==> src/rtl/nic_regbank_pkg.sv <==
package nic_regbank_pkg;
  // command bits
  localparam int CB_STOP = 0;
  localparam int CB_XMIT = 2;
  localparam int CB_RRD  = 3;
  localparam int CB_RWR  = 4;
  // status bits
  localparam int SB_TXOK = 1;
  localparam int SB_DMA  = 6;
  localparam int SB_RST  = 7;

  localparam logic [7:0] CMD_RST_VAL = 8'h21;
  localparam logic [7:0] STS_RST_VAL = 8'h80;
  localparam logic [7:0] ID_BYTE_A   = 8'h50;
  localparam logic [7:0] ID_BYTE_B   = 8'h43;
  localparam logic [7:0] LINK_BYTE   = 8'h40;

  typedef logic [5:0] ridx_t;
  // page 0
  localparam ridx_t IX_RSTART = 6'h01;
  localparam ridx_t IX_RSTOP  = 6'h02;
  localparam ridx_t IX_BNDRY  = 6'h03;
  localparam ridx_t IX_TXPG   = 6'h04;
  localparam ridx_t IX_TXLO   = 6'h05;
  localparam ridx_t IX_TXHI   = 6'h06;
  localparam ridx_t IX_STS    = 6'h07;
  localparam ridx_t IX_DALO   = 6'h08;
  localparam ridx_t IX_DAHI   = 6'h09;
  localparam ridx_t IX_DCLO   = 6'h0A;
  localparam ridx_t IX_DCHI   = 6'h0B;
  localparam ridx_t IX_RXCFG  = 6'h0C;
  localparam ridx_t IX_DCFG   = 6'h0E;
  localparam ridx_t IX_MASK   = 6'h0F;
  // page 1
  localparam ridx_t IX_CURPG  = 6'h17;
  // page 2
  localparam ridx_t IX_RDSTRT = 6'h21;
  localparam ridx_t IX_RDSTOP = 6'h22;
  // page 3
  localparam ridx_t IX_CFG0   = 6'h33;
  localparam ridx_t IX_CFG2   = 6'h35;
  localparam ridx_t IX_CFG3   = 6'h36;
endpackage

==> src/rtl/nic_status.sv <==
module nic_status
  import nic_regbank_pkg::*;
(
  input  logic       clk_i,
  input  logic       rst_ni,
  input  logic       cmd_go_i,
  input  logic [7:0] cmd_val_i,
  input  logic       dcnt_zero_i,
  input  logic       clr_we_i,
  input  logic [7:0] clr_val_i,
  input  logic [7:0] mask_i,
  output logic [7:0] sts_o,
  output logic       irq_o
);
  logic [7:0] sts_q, sts_d;

  always_comb begin
    sts_d = sts_q;
    if (clr_we_i) sts_d[6:0] = sts_d[6:0] & ~clr_val_i[6:0];
    if (cmd_go_i) begin
      sts_d[SB_RST] = 1'b0;
      if ((cmd_val_i[CB_RRD] | cmd_val_i[CB_RWR]) && dcnt_zero_i) sts_d[SB_DMA] = 1'b1;
      if (cmd_val_i[CB_XMIT]) sts_d[SB_TXOK] = 1'b1;
    end
  end

  always_ff @(posedge clk_i or negedge rst_ni) begin
    if (!rst_ni) sts_q <= STS_RST_VAL;
    else         sts_q <= sts_d;
  end

  assign sts_o = sts_q;
  assign irq_o = |(sts_q[6:0] & mask_i[6:0]);

  a_r2_rst_bit_kept: assert property (@(posedge clk_i) disable iff (!rst_ni)
    (clr_we_i && !cmd_go_i) |=> (sts_q[SB_RST] == $past(sts_q[SB_RST])));
  a_r5_rst_bit_clr: assert property (@(posedge clk_i) disable iff (!rst_ni)
    cmd_go_i |=> !sts_q[SB_RST]);
  a_r6_dma_done: assert property (@(posedge clk_i) disable iff (!rst_ni)
    (cmd_go_i && (cmd_val_i[CB_RRD] || cmd_val_i[CB_RWR]) && dcnt_zero_i) |=> sts_q[SB_DMA]);
  a_r3_irq_needs_mask: assert property (@(posedge clk_i) disable iff (!rst_ni)
    irq_o |-> (mask_i[6:0] != 7'd0));
endmodule

==> src/rtl/nic_tx_launch.sv <==
module nic_tx_launch #(
  parameter int AW       = 16,
  parameter int PMEM_END = 'hC000
) (
  input  logic          clk_i,
  input  logic          rst_ni,
  input  logic          go_i,
  input  logic [7:0]    page_i,
  input  logic [AW-1:0] len_i,
  output logic          tx_start_o,
  output logic [AW-1:0] tx_addr_o,
  output logic [AW-1:0] tx_len_o
);
  localparam logic [AW:0] END_W = (AW+1)'(PMEM_END);

  logic [AW-1:0] base;
  logic [AW:0]   last;
  logic          fits;

  assign base = AW'({page_i, 8'h00});
  assign last = {1'b0, base} + {1'b0, len_i};
  assign fits = (last <= END_W);

  always_ff @(posedge clk_i or negedge rst_ni) begin
    if (!rst_ni) begin
      tx_start_o <= 1'b0;
      tx_addr_o  <= '0;
      tx_len_o   <= '0;
    end else begin
      tx_start_o <= go_i && fits;
      if (go_i) begin
        tx_addr_o <= base;
        tx_len_o  <= len_i;
      end
    end
  end

  a_r7_pulse_follows_cmd: assert property (@(posedge clk_i) disable iff (!rst_ni)
    tx_start_o |-> $past(go_i));
  a_r8_in_range: assert property (@(posedge clk_i) disable iff (!rst_ni)
    tx_start_o |-> (({1'b0, tx_addr_o} + {1'b0, tx_len_o}) <= END_W));
endmodule

==> src/rtl/nic_regbank.sv <==
module nic_regbank
  import nic_regbank_pkg::*;
#(
  parameter int AW        = 16,
  parameter int PMEM_END  = 'hC000,
  parameter int N_STATION = 6,
  parameter int N_HASH    = 8
) (
  input  logic          clk_i,
  input  logic          rst_ni,
  input  logic          wr_en_i,
  input  logic [3:0]    addr_i,
  input  logic [7:0]    wdata_i,
  output logic [7:0]    rdata_o,
  output logic          irq_o,
  output logic [7:0]    rx_cfg_o,
  output logic [7:0]    dma_cfg_o,
  output logic          tx_start_o,
  output logic [AW-1:0] tx_addr_o,
  output logic [AW-1:0] tx_len_o
);
  localparam logic [16:0] END_W  = 17'(PMEM_END);
  localparam int          ST_LO  = 1;
  localparam int          HS_LO  = 8;

  logic [7:0]  cmd_q, tsr_q, mask_q, rxcfg_q, dcfg_q;
  logic [7:0]  pstart_q, pstop_q, bndry_q, curpg_q, txpg_q;
  logic [15:0] txcnt_q, dadr_q, dcnt_q;
  logic [7:0]  station_q [N_STATION];
  logic [7:0]  hash_q    [N_HASH];
  logic [7:0]  sts;

  ridx_t idx;
  logic  cmd_we, cmd_go, reg_we, pg_le, pg_lt;

  assign idx    = {cmd_q[7:6], addr_i};
  assign cmd_we = wr_en_i && (addr_i == 4'd0);
  assign cmd_go = cmd_we && !wdata_i[CB_STOP];
  assign reg_we = wr_en_i && (addr_i != 4'd0);
  assign pg_le  = ({1'b0, wdata_i, 8'h00} <= END_W);
  assign pg_lt  = ({1'b0, wdata_i, 8'h00} <  END_W);

  always_ff @(posedge clk_i or negedge rst_ni) begin
    if (!rst_ni) begin
      cmd_q    <= CMD_RST_VAL;
      tsr_q    <= '0;
      mask_q   <= '0;
      rxcfg_q  <= '0;
      dcfg_q   <= '0;
      pstart_q <= '0;
      pstop_q  <= '0;
      bndry_q  <= '0;
      curpg_q  <= '0;
      txpg_q   <= '0;
      txcnt_q  <= '0;
      dadr_q   <= '0;
      dcnt_q   <= '0;
    end else begin
      if (cmd_we) begin
        cmd_q <= wdata_i;
        if (cmd_go && wdata_i[CB_XMIT]) begin
          cmd_q[CB_XMIT] <= 1'b0;
          tsr_q          <= 8'h01;
        end
      end
      if (reg_we) begin
        unique case (idx)
          IX_RSTART: if (pg_le) pstart_q <= wdata_i;
          IX_RSTOP:  if (pg_le) pstop_q  <= wdata_i;
          IX_BNDRY:  if (pg_lt) bndry_q  <= wdata_i;
          IX_CURPG:  if (pg_lt) curpg_q  <= wdata_i;
          IX_TXPG:   txpg_q        <= wdata_i;
          IX_TXLO:   txcnt_q[7:0]  <= wdata_i;
          IX_TXHI:   txcnt_q[15:8] <= wdata_i;
          IX_DALO:   dadr_q[7:0]   <= wdata_i;
          IX_DAHI:   dadr_q[15:8]  <= wdata_i;
          IX_DCLO:   dcnt_q[7:0]   <= wdata_i;
          IX_DCHI:   dcnt_q[15:8]  <= wdata_i;
          IX_RXCFG:  rxcfg_q       <= wdata_i;
          IX_DCFG:   dcfg_q        <= wdata_i;
          IX_MASK:   mask_q        <= wdata_i;
          default: ;
        endcase
      end
    end
  end

  // page 1 address bytes
  for (genvar g = 0; g < N_STATION; g++) begin : g_station
    always_ff @(posedge clk_i or negedge rst_ni) begin
      if (!rst_ni) station_q[g] <= '0;
      else if (reg_we && idx == ridx_t'(6'h10 + ST_LO + g)) station_q[g] <= wdata_i;
    end
  end
  for (genvar g = 0; g < N_HASH; g++) begin : g_hash
    always_ff @(posedge clk_i or negedge rst_ni) begin
      if (!rst_ni) hash_q[g] <= '0;
      else if (reg_we && idx == ridx_t'(6'h10 + HS_LO + g)) hash_q[g] <= wdata_i;
    end
  end

  always_comb begin
    rdata_o = 8'h00;
    if (addr_i == 4'd0) begin
      rdata_o = cmd_q;
    end else begin
      unique case (idx)
        IX_BNDRY:  rdata_o = bndry_q;
        IX_TXPG:   rdata_o = tsr_q;
        IX_STS:    rdata_o = sts;
        IX_DALO:   rdata_o = dadr_q[7:0];
        IX_DAHI:   rdata_o = dadr_q[15:8];
        IX_DCLO:   rdata_o = ID_BYTE_A;
        IX_DCHI:   rdata_o = ID_BYTE_B;
        IX_CURPG:  rdata_o = curpg_q;
        IX_RDSTRT: rdata_o = pstart_q;
        IX_RDSTOP: rdata_o = pstop_q;
        IX_CFG0:   rdata_o = 8'h00;
        IX_CFG2:   rdata_o = LINK_BYTE;
        IX_CFG3:   rdata_o = LINK_BYTE;
        default: begin
          for (int k = 0; k < N_STATION; k++)
            if (idx == ridx_t'(6'h10 + ST_LO + k)) rdata_o = station_q[k];
          for (int k = 0; k < N_HASH; k++)
            if (idx == ridx_t'(6'h10 + HS_LO + k)) rdata_o = hash_q[k];
        end
      endcase
    end
  end

  assign rx_cfg_o  = rxcfg_q;
  assign dma_cfg_o = dcfg_q;

  nic_status u_status (
    .clk_i       (clk_i),
    .rst_ni      (rst_ni),
    .cmd_go_i    (cmd_go),
    .cmd_val_i   (wdata_i),
    .dcnt_zero_i (dcnt_q == 16'd0),
    .clr_we_i    (reg_we && idx == IX_STS),
    .clr_val_i   (wdata_i),
    .mask_i      (mask_q),
    .sts_o       (sts),
    .irq_o       (irq_o)
  );

  nic_tx_launch #(.AW(AW), .PMEM_END(PMEM_END)) u_tx (
    .clk_i      (clk_i),
    .rst_ni     (rst_ni),
    .go_i       (cmd_go && wdata_i[CB_XMIT]),
    .page_i     (txpg_q),
    .len_i      (AW'(txcnt_q)),
    .tx_start_o (tx_start_o),
    .tx_addr_o  (tx_addr_o),
    .tx_len_o   (tx_len_o)
  );

  a_r9_bndry_limit: assert property (@(posedge clk_i) disable iff (!rst_ni)
    ({1'b0, bndry_q, 8'h00} < END_W));
  a_r9_curpg_limit: assert property (@(posedge clk_i) disable iff (!rst_ni)
    ({1'b0, curpg_q, 8'h00} < END_W));
  a_r7_cmd_xmit_cleared: assert property (@(posedge clk_i) disable iff (!rst_ni)
    cmd_go && wdata_i[CB_XMIT] |=> !cmd_q[CB_XMIT]);
endmodule

==> config.mk <==
export PLATFORM = sky130hd
export DESIGN_NAME = nic_regbank
export DESIGN_NICKNAME = d
export VERILOG_FILES = /design/src/rtl/nic_regbank_pkg.sv /design/src/rtl/nic_status.sv /design/src/rtl/nic_tx_launch.sv /design/src/rtl/nic_regbank.sv
export SDC_FILE = /design/constraint.sdc
export NUM_CORES = 1
export LEC_CHECK = 0
export BUFFER_PORTS_ARGS = -buffer_cell sky130_fd_sc_hd__buf_2
export CAP_MARGIN = 5
export CORE_UTILIZATION = 23
export DETAILED_ROUTE_END_ITERATION = 7
export GPL_TIMING_DRIVEN = 0
export SLEW_MARGIN = 5
export SYNTH_ARGS = -nofsm -noshare
export SYNTH_HDL_FRONTEND = slang
export SYNTH_SLANG_ARGS = --single-unit
==> constraint.sdc <==
create_clock -name clk_i -period 4.3 [get_ports clk_i]
set_input_delay 0.215 -clock clk_i [delete_from_list [all_inputs] [get_ports clk_i]]
set_output_delay 0.215 -clock clk_i [all_outputs]
set_load 0.02 [all_outputs]
-- Word level (Yosys, flattened, before mapping)
Cells that the tools add are included.
- register bits after elaboration: 265
- bits of input ports: 15
- word-level logic and storage cells: 142
- output and inout bits: 58
- bitwise logic cells: 4
- $add $sub $neg: 1
- eq/ne operators: 34
- reductions and logical operators: 42
- mux-type cells: 22
- order comparisons: 3
- operators by type and width (kind ; number):
    $mux W8 ; 15
    $pmux W8 S12 ; 1
    $eq A6 B5 Y1 const B ; 15
    $eq A6 B4 Y1 const B ; 7
    $eq A6 B6 Y1 const B ; 5
    $eq A6 B3 Y1 const B ; 4
    $reduce_and A2 Y1 ; 11
    $logic_and A1 B1 Y1 ; 21
    $add A16 B16 Y17 ; 1
    $le A17 B16 Y1 const B ; 1
    $le A16 B16 Y1 const B ; 1
    $logic_not A16 Y1 ; 1
    $lt A16 B16 Y1 const B ; 1
    $and A7 B7 Y7 ; 2
    $eq A6 B2 Y1 const B ; 2
    $reduce_and A3 Y1 ; 4
    $mux W7 ; 1
    $not A7 Y7 ; 1
    $reduce_or A7 Y1 ; 1
    $eq A6 B1 Y1 const B ; 1
    $mux W1 ; 5
    $logic_not A4 Y1 ; 1
    $reduce_bool A4 Y1 ; 1
    $reduce_or A2 Y1 ; 1
    2 further kinds ; 2

-- Depth between registers and ports, before layout
Gate-level depths: netlist of the first run.
- depth after elaboration: 17
- gate-level depth with buffers: 9
- depth with buffers taken out: 9

-- Hierarchy
Synthesis of the first run repeated with hierarchy kept, for this count alone.
- cells, all modules: 982
- area total of the unflattened synthesis: 12659.6 um2
- modules (own cells, without submodules) (module ; seq. area each (um2) ; area an instance (um2) ; times used ; cells each):
    nic_regbank ; 5833.1 ; 10985.5 ; 1 ; 849
    nic_tx_launch ; 625.6 ; 1366.3 ; 1 ; 109
    nic_status ; 201.4 ; 307.8 ; 1 ; 24

-- Least setup slack after synthesis of the first run
Ideal clock, no wire load.
- kind: flip-flop to output port
- start point: register cmd_q[7]
- end point: output rdata_o[3]
- buffers on the path: 2
- arrival time: 1910 ps
- required time: 4085 ps
- cell stages (with the launch flop): 8
- slack: 2175 ps
- cells stage by stage: dfrtp_1 -> clkbuf_1 -> and4b_1 -> clkbuf_1 -> a21oi_1 -> o221ai_1 -> o211ai_1 -> a31oi_1
- longest elaborated chain between the ends: 17
- elaborated cells on any way between the ends: 44
- those cells by class: eq/ne (27); mux (16); reduce/logical (1)
- RTL lines (element ; RTL line ; RTL):
    start, declared ; nic_regbank.sv:26 ; logic [7:0] cmd_q, tsr_q, mask_q, rxcfg_q, dcfg_q;
    start signal, assigned ; nic_regbank.sv:60 ; cmd_q <= wdata_i;
    $eq A6 B5 Y1 ; nic_regbank.sv:123 ; if (idx == ridx_t'(6'h10 + ST_LO + k)) rdata_o = station_q[k];
    $mux W8 (6 in series) ; nic_regbank.sv:123 ;
    $mux W8 (8 in series) ; nic_regbank.sv:125 ; if (idx == ridx_t'(6'h10 + HS_LO + k)) rdata_o = hash_q[k];
    $pmux W8 S12 (*) ; nic_regbank.sv:107 ; unique case (idx)
    $mux W8 (*) ; nic_regbank.sv:104 ; if (addr_i == 4'd0) begin
    end, declared ; nic_regbank.sv:14 ; output logic [7:0] rdata_o,
Every way passes the cells marked *; elsewhere a longest branch is shown, timed or not.

-- Worst setup path after layout of the first run
- start point: register cmd_q[7]
- end point: output rdata_o[2]
The elaborated chain is that of the path after synthesis.

==> results.yml, run 1 <==
die:
  initial_core_util: 0.235
  die_h_um: 235
  row_count: 84
  ios: 73
  dieArea_um2: 55100
  core-area_um2: 53100
  die_x_um: 235
timing:
  finalHoldViolations: 0
  tightest_slew_ps: 1290
  finClkSkew_ps: 8.17
  finalHoldWorstSlack_ps: 118
  layout_min_cycle_time_ps: 3650
  tns_ps: 0
  timing.slew.headroom: 0.132
  rsz0062_at_grt: "false"
  fmax_ghz: 0.274
  setup_viol: 0
  post-route-period-util: 0.850
  slew_viol_final: 0
  fin_ws_ps: 646
finish:
  final_nets: 1107
  final_cell_mix: "dfrtp_1, mux2_2, buf_2"
  layout_commonest_cell: "dfrtp_1"
  layout-drive-gt1-share: 0.397
  stdcell_count: 1793
  postLayoutCellArea_um2: 14700
  diodes: 0
  final_util: 0.277
  area_delta_synth_final_pct: 17.8
global_routing:
  grt_pass1_wl_um: 57000
  grt_overflow: 0
  grt_use_total: 0.133
  antenna_found_initial: 1
  grt_pass1_vias: 8807
  grt_max_degree: 103
place:
  place_inst: 1740
  gp_congestion: 0.911
  place_ws_ps: 1350
  placed_area_um2: 13700
  place_hpwl_um: 25900
  port_buffers: 64
critical_path:
  path_max_fanout: 8
  end_kind: "primary output"
  cp.arrival_ps: 3440
  critical_path_class: "reg -> out"
  reg2reg_depth: 6
  rr_startpoint: "cmd_q[7]"
  reg2reg_to: "u_status.sts_o[6]"
  r2r_slack_ps: 1870
  cp-startpoint: "cmd_q[7]"
  start_kind: "flop"
  crit_end: "rdata_o[2]"
  crit_required_ps: 4090
pwr:
  powerDensity_nw_per_um2: 480
  sequentialPowerShare: 0.462
  power_mw: 7.05
  netSwitchingFraction: 0.281
  comb_power_share: 0.190
  p_int_mw: 5.07
  ir_drop_v: 0.000262
  clockPowerShare: 0.348
  p_leak_nw: 6.54
  p_switching_mw: 1.98
synthesis:
  synth_area_um2: 12500
  postSynth.asyncResetShare: 1.00
  ys.warnings.count: 0
  synth.avg_cell_area_um2: 12.7
  synth_cell_types: 76
  ys_seq_area_frac: 0.533
  synth_edf_count: 0
  ys_ff_latch: 265
  synthCells: 979
  synth_flop_cell: "dfrtp_1"
routing:
  via_per_inst: 4.89
  drt_wl_total_um: 37200
  first_iter_violations: 839
  first_pass_iters: 5
  wl_per_cell_um: 20.7
  antenna_left: 0
  drcViolationCount: 0
  vias: 8766
cts:
  clock_sinks: 265
  post_cts_buffers: 0
  cts_resized: 0
  cts_tree: "yes"
  hold_buffers: 1
  insertion_delay_ps: 550
  path_clk_slew_ps: 60
  cts_buffers: 28
  htreeDepth: 1
  clockBufferDepth: 3
  clockRootBuffer: "clkbuf_16"
flow_run:
  drv_cap: 0
min_path:
  hold_class: "in -> reg"
status:
  status: "completed"
## flip-flops by register name, summed over array words and instances, names as in the netlist, 16 cells and up
| register | count |
|---|---|
| hash_q | 64 |
| station_q | 48 |
| dadr_q | 16 |
| dcnt_q | 16 |
| u_tx.tx_len_o | 16 |
| txcnt_q | 16 |
## layout make-up
type	count	area, µm²
timing repair buffer	67	395
sequential	265	6640
clock inverter	6	87.6
inverter	10	37.5
tap	688	861
fill	5387	38400
clock buffer	46	850
multi-input combinational	638	5440
buffer	73	369
## worst max-delay path: stages, from the launching register on
cell and delay [ps]:
dfrtp_1 450, nor2_1 190, nand3b_1 210, nor3_1 1030, a22oi_1 200, nand4_1 270, o32a_1 330, buf_2 210
## logic make-up after synthesis
logic type / count (synthesis) / synth area share
buf+inv: 83 / 0.0326
mux: 278 / 0.252
flops: 265 / 0.533
xor+xnor: 2 / 0.00141
simple gates: 171 / 0.0773
fa+ha+maj: 9 / 0.00964
other cells: 1 / 0.000301
compound gates: 170 / 0.0946
## worst min-delay path by stage
stage                     slack [ps]          endpoint       start  depth (start not counted)
after floorplan                  -80        bndry_q[0]      rst_ni                          0
after global placement           470          tsr_q[0]    tsr_q[0]                          1
after detailed placement         210  u_tx.tx_len_o[5]      rst_ni                          1
after CTS                        110        hash_q[48]  wdata_i[0]                          2
after global routing             120        hash_q[48]  wdata_i[0]                          2
final                            120        hash_q[48]  wdata_i[0]                          2
## Yosys cell counts (6+ instances only)
| cell type | number | area share |
|---|---|---|
| inv_1 | 10 | 0.0030 |
| nor2_2 | 15 | 0.0075 |
| a22oi_1 | 17 | 0.010 |
| a211oi_1 | 8 | 0.0048 |
| a22o_1 | 6 | 0.0042 |
| clkbuf_1 | 34 | 0.010 |
| o21ai_0 | 37 | 0.015 |
| nor2_1 | 36 | 0.011 |
| a31oi_1 | 17 | 0.0085 |
| ha_1 | 8 | 0.0080 |
| buf_2 | 22 | 0.0088 |
| nand2b_1 | 8 | 0.0040 |
| mux2i_1 | 15 | 0.012 |
| mux2_2 | 257 | 0.23 |
| dfrtp_1 | 262 | 0.53 |
| buf_4 | 14 | 0.0084 |
| nand2_1 | 41 | 0.012 |
| nand4_1 | 7 | 0.0035 |
| nand3_1 | 10 | 0.0040 |
| nor2b_1 | 9 | 0.0045 |
| a221oi_1 | 7 | 0.0049 |
| a21oi_1 | 25 | 0.010 |
| o22ai_1 | 7 | 0.0035 |
| nor4_1 | 6 | 0.0030 |
## power by group through the flow
stage	registers, mW	logic, mW	clock network [mW]
finish	3.26	1.34	2.45
global route	3.31	1.45	2.60
CTS	3.25	1.35	2.50
detailed placement	3.29	1.34	0
global placement	3.27	1.30	0
floorplan	3.28	0.865	0
## routing by layer
layer	GRT usage	up-vias	share of wire
met5	0	-	0.00035
met4	0.0389	2	0.032
met3	0.0253	81	0.063
met2	0.212	355	0.46
met1	0.181	4513	0.44
li1	-	3815	-
Power figures use the tool's default switching activity.
==> run 2, diff against run 1 <==
ABC_AREA = 1   (was not set)
clock period = 3.2 ns   (was 4.3 ns; I/O delays follow)
==> run 2 against run 1 <==
Effect of this change:
- sequential power is 37% higher
- global-route usage increased by 0.72 points
- combinational power increased by 22%
- worst hold slack worse by 88 ps
- total power grew 40%
- via count is 14% higher
- critical path depth increased by 7
- final area decreased by 3.0%
- clock power is 53% higher
- synthesized cell count rose by 38%
- first-iteration DRC count rose by 33%
- clock-buffer cell count down 6
- critical path type unchanged
==> results.yml, run 2 <==
critical_path:
  end_kind: "primary output"
  path_max_fanout: 10
  critical_path_class: "reg -> out"
  crit_required_ps: 3040
  cp.arrival_ps: 2950
  start_kind: "flop"
cts:
  clockRootBuffer: "clkbuf_16"
  insertion_delay_ps: 550
  path_clk_slew_ps: 60
  clockBufferDepth: 3
  htreeDepth: 1
  clock_sinks: 265
  cts_buffers: 29
  cts_tree: "yes"
routing:
  first_iter_violations: 1116
  antenna_left: 0
  drt_wl_total_um: 36900
  drcViolationCount: 0
  wl_per_cell_um: 17.2
  via_per_inst: 4.66
  vias: 10008
  first_pass_iters: 5
synthesis:
  synth_cell_types: 47
  synth_edf_count: 0
  postSynth.asyncResetShare: 1.00
  synth_area_leaders: "dfrtp_1, nand2_1, o21ai_0, nor2_1, inv_1"
  synth_most_common_cell: "nand2_1"
  yosysTopAreaCellShare: 0.556
  synth_area_um2: 11800
  ys_seq_area_frac: 0.563
  yosysTopAreaCell: "dfrtp_1"
  ys.warnings.count: 0
  ys_ff_latch: 265
  synth_flop_cell: "dfrtp_1"
  synth_common_cells: "nand2_1, dfrtp_1, o21ai_0"
  synthCells: 1348
  synth.avg_cell_area_um2: 8.75
place:
  place_inst: 2089
  place_hpwl_um: 25900
  gp_congestion: 0.904
  port_buffers: 60
timing:
  finalHoldViolations: 0
  fmax_ghz: 0.321
  setup_viol: 0
  tightest_slew_ps: 1000
  post-route-period-util: 0.973
  layout_min_cycle_time_ps: 3110
  finClkSkew_ps: 20.5
  timing.slew.headroom: 0.332
  rsz0062_at_grt: "true"
  slew_viol_final: 0
finish:
  fill_cells: 5303
  layout-drive-gt1-share: 0.145
  final_nets: 1480
  regMostFlops: "hash_q"
  final_cell_mix: "nand2_1, dfrtp_1, o21ai_0"
  top_regs: "hash_q: 64 flops, station_q: 48 flops"
  area_delta_synth_final_pct: 20.8
  largest_register_ffs: 64
  layout_commonest_cell: "nand2_1"
  diodes: 0
  stdcell_count: 2148
global_routing:
  grt_pass1_wl_um: 57200
  grt_overflow: 0
  grt_pass1_vias: 9763
  grt_max_degree: 110
  antenna_found_initial: 3
  grt_use_total: 0.140
die:
  ios: 73
  core-area_um2: 50400
  initial_core_util: 0.234
  die_h_um: 228
  row_count: 82
  dieArea_um2: 52200
  die_x_um: 228
min_path:
  hold_class: "in -> reg"
pwr:
  powerDensity_nw_per_um2: 691
  p_leak_nw: 6.71
  ir_drop_v: 0.000428
  power_mw: 9.85
flow_run:
  drv_cap: 0
status:
  status: "completed"
==> run 2: final cells by class <==
| cell class | instances | area, µm² | area share |
|---|---|---|---|
| Multi-Input combinational cell | 909 | 4500 | 0.316 |
| Inverter | 115 | 432 | 0.0303 |
| Buffer | 66 | 315 | 0.0221 |
| Sequential cell | 265 | 6640 | 0.466 |
| Timing Repair Buffer | 70 | 444 | 0.0312 |
| Tap cell | 672 | 841 | 0.0590 |
| Clock inverter | 11 | 218 | 0.0153 |
| Clock buffer | 40 | 857 | 0.0602 |
==> run 2: logic make-up after synthesis <==
group	Yosys count	share of synthesized area
flip-flops	265	0.563
buffers and inverters	181	0.0632
XOR/XNOR	6	0.00446
AND/OR/NAND/NOR	570	0.207
AO/OA/AOI/OAI	295	0.132
other	1	0.000318
adder cells (fa/ha/maj)	9	0.0102
multiplexers	21	0.0201
==> run 2: worst paths after layout <==
path / startpoint / to / slack [ps] / cells after the start
max: cmd_q[7] / rdata_o[6] / 90 / 14
min: wdata_i[4] / dadr_q[12] / 30 / 3
max reg2reg: cmd_q[6] / rx_cfg_o[5] / 900 / 7
min reg2reg: station_q[0] / station_q[0] / 480 / 2
max in group asynchronous: rst_ni / mask_q[2] / 1610 / 4
min in group asynchronous: rst_ni / u_tx.tx_addr_o[10] / 150 / 2
==> run 2: per-stage QoR <==
stage | TNS [ps] | hold slack (ps) | worst slack, ps | area (µm²) | utilization
floorplan | 0 | -136 | 1250 | 11800 | -
global placement | -709580 | 449 | -2730 | 13000 | 0.257
detailed placement | 0 | 112 | 218 | 13000 | 0.259
CTS | 0 | 2.91 | 15.5 | 14200 | 0.281
global route | -18.8 | 23.4 | -18.8 | 14200 | 0.283
finish | 0 | 29.3 | 85.7 | 14200 | 0.283
==> run 2: worst max-delay path, cell delays in order, from the launching register on <==
cell	delay, ps
dfrtp_1	420
inv_1	130
nand2_4	90
inv_2	80
buf_4	220
nand3_2	170
inv_1	230
nand2_1	90
nand2_1	100
nand4_1	100
nor2_1	140
nand3_1	120
nand2_1	110
nand3_1	180
buf_2	220
==> run 2: report_power, final <==
group | internal [mW] | switching (mW) | total (mW) | leakage, nW
registers | 4.06 | 0.410 | 4.47 | 3.34
logic | 0.585 | 1.05 | 1.64 | 2.84
clock network | 2.35 | 1.40 | 3.74 | 0.528
total | 6.99 | 2.86 | 9.85 | 6.71
==> run 2: layer usage <==
layer  global-route usage  share of wire
met5                    0        0.00022
met1                0.188           0.43
met4               0.0474          0.031
met3               0.0248          0.073
met2                0.226           0.46
==> run 2: what timing repair did <==
action | in CTS | in global routing
setup endpoints to repair | 7 | 6
setup buffers | 1 | 3
hold endpoints to repair | 66 | 0
hold buffers | 4 | 0
gates resized for setup | 11 | 13
gates cloned | 0 | 0
==> run 3, diff against run 2 <==
--- a/config.mk
+++ b/config.mk
@@ -9,7 +9,8 @@
 export BUFFER_PORTS_ARGS = -buffer_cell sky130_fd_sc_hd__buf_2
 export CAP_MARGIN = 5
-export CORE_UTILIZATION = 23
+export CORE_UTILIZATION = 55
 export DETAILED_ROUTE_END_ITERATION = 7
 export GPL_TIMING_DRIVEN = 0
+export PLACE_DENSITY = 0.76
 export SLEW_MARGIN = 5
 export SYNTH_ARGS = -nofsm -noshare
==> constraint.sdc (replaced) <==
create_clock -name clk_i -period 3.2 [get_ports clk_i]
set_input_delay 0.16 -clock clk_i [delete_from_list [all_inputs] [get_ports clk_i]]
set_output_delay 0.16 -clock clk_i [all_outputs]
set_load 0.005 [all_outputs]
==> run 3 against run 2 <==
Effect of this change:
- register-to-register slack worse by 80 ps
- clock power down 13%
- critical path depth unchanged
- cell count down 19%
- clock-buffer cell count up 2
- clock skew down 10 ps
- first-iteration DRC count down 10%
- core utilization up 36 points
- global-route usage up 17 points
- total power down 7.0%
- sequential power about the same
- critical path type unchanged
- largest cell class unchanged
==> results.yml, run 3 (same netlist as run 2, synthesis figures left out) <==
status:
  status: "completed"
cts:
  insertion_delay_ps: 550
  clock_sinks: 265
  clockBufferDepth: 3
  cts_buffers: 27
  clockRootBuffer: "clkbuf_16"
  path_clk_slew_ps: 60
  htreeDepth: 1
  post_cts_buffers: 0
  cts_tree: "yes"
timing:
  finalHoldViolations: 0
  fin_ws_ps: 126
  post-route-period-util: 0.961
  slew_viol_final: 0
  layout_min_cycle_time_ps: 3070
  timing.slew.headroom: 0.362
  fmax_ghz: 0.325
  finClkSkew_ps: 10.2
  tightest_slew_ps: 957
  setup_viol: 0
  rsz0062_at_grt: "false"
routing:
  drcViolationCount: 0
  top_layer: "met4"
  wl_per_cell_um: 19.0
  first_iter_violations: 1004
  routedLengthMet1_um: 14200
  antenna_left: 0
  drt_wl_total_um: 33100
  routed-wl-met3_um: 2680
  via_per_inst: 5.74
  wl_met2_um: 14700
  vias: 10019
  first_pass_iters: 5
finish:
  layout-drive-gt1-share: 0.132
  top_regs: "hash_q: 64 flops, station_q: 48 flops"
  stdcell_count: 1745
  area_delta_synth_final_pct: 14.6
  largest_register_ffs: 64
  diodes: 0
  final_cell_mix: "nand2_1, dfrtp_1, o21ai_0"
  layout_commonest_cell: "nand2_1"
  final_nets: 1474
  regMostFlops: "hash_q"
die:
  dieArea_um2: 22000
  ios: 73
  initial_core_util: 0.561
  core-area_um2: 21000
  die_h_um: 148
  die_x_um: 148
  row_count: 53
critical_path:
  cp.arrival_ps: 2910
  crit_required_ps: 3040
  path_max_fanout: 10
  critical_path_class: "reg -> out"
  start_kind: "flop"
  end_kind: "primary output"
place:
  port_buffers: 60
  place_hpwl_um: 22500
  place_ws_ps: 644
  gp_congestion: 0.939
  place_inst: 1692
global_routing:
  grt_use_total: 0.313
  grt_pass1_vias: 9516
  grt_overflow: 0
  antenna_found_initial: 0
  grt_pass1_wl_um: 52300
  grt_max_degree: 117
pwr:
  powerDensity_nw_per_um2: 678
  power_mw: 9.16
  ir_drop_v: 0.000487
  p_leak_nw: 6.58
min_path:
  hold_class: "in -> reg"
flow_run:
  drv_cap: 0
==> run 3: where the power goes <==
part / total, mW / switching [mW] / internal [mW]
sequential: 4.45 / 0.393 / 4.06
clock: 3.25 / 1.32 / 1.93
combinational: 1.45 / 0.893 / 0.561
==> run 3: path summary, 6_finish.rpt <==
| kind | start | to | slack (ps) | depth (start not counted) |
|---|---|---|---|---|
| setup reg to reg | cmd_q[6] | bndry_q[2] | 820 | 8 |
| min in group asynchronous | rst_ni | txcnt_q[4] | 130 | 2 |
| hold reg to reg | tsr_q[0] | tsr_q[0] | 460 | 2 |
| max in group asynchronous | rst_ni | u_status.sts_o[7] | 1790 | 4 |
| setup / recovery | cmd_q[6] | rdata_o[4] | 130 | 14 |
| hold / removal | wdata_i[4] | hash_q[36] | 20 | 3 |
==> run 3: layer usage <==
layer	global-route usage	vias up
li1	-	4618
met1	0.445	4865
met2	0.475	429
met3	0.0540	107
met4	0.139	0
met5	0	-
==> run 3: critical path: stages, from the launching register on <==
cell and delay [ps]:
dfrtp_1 470, nand2_4 190, inv_2 50, clkbuf_1 220, nand3_1 160, nand2_1 80
nor2_1 140, nand3_1 100, nor2_1 150, nand4_1 160, nand2_1 130, nand4_1 130
nand2_1 110, nand3_1 110, buf_2 170
==> run 3: repair_timing <==
action,in CTS,in global routing
hold buffers,4,0
resized for setup,0,5
endpoints found under the hold margin,66,0
endpoints found under the setup margin,0,8
==> run 3: cell type report <==
class	count	area, µm²
fillers	1775	7510
flip-flops and latches	265	6640
multi-input cells	909	4450
clock buffers	42	822
inverters	115	432
repair buffers	66	405
well taps	275	344
plain buffers	66	314
clock inverters	7	104
==> run 3: stage by stage <==
stage	area, µm²	hold WS, ps	setup TNS, ps	util
floorplan	11800	-136	0	-
global placement	12500	437	-729680	0.593
detailed placement	12500	116	0	0.596
CTS	13500	2.54	0	0.642
global route	13500	21.9	0	0.643
finish	13500	19.1	0	0.643
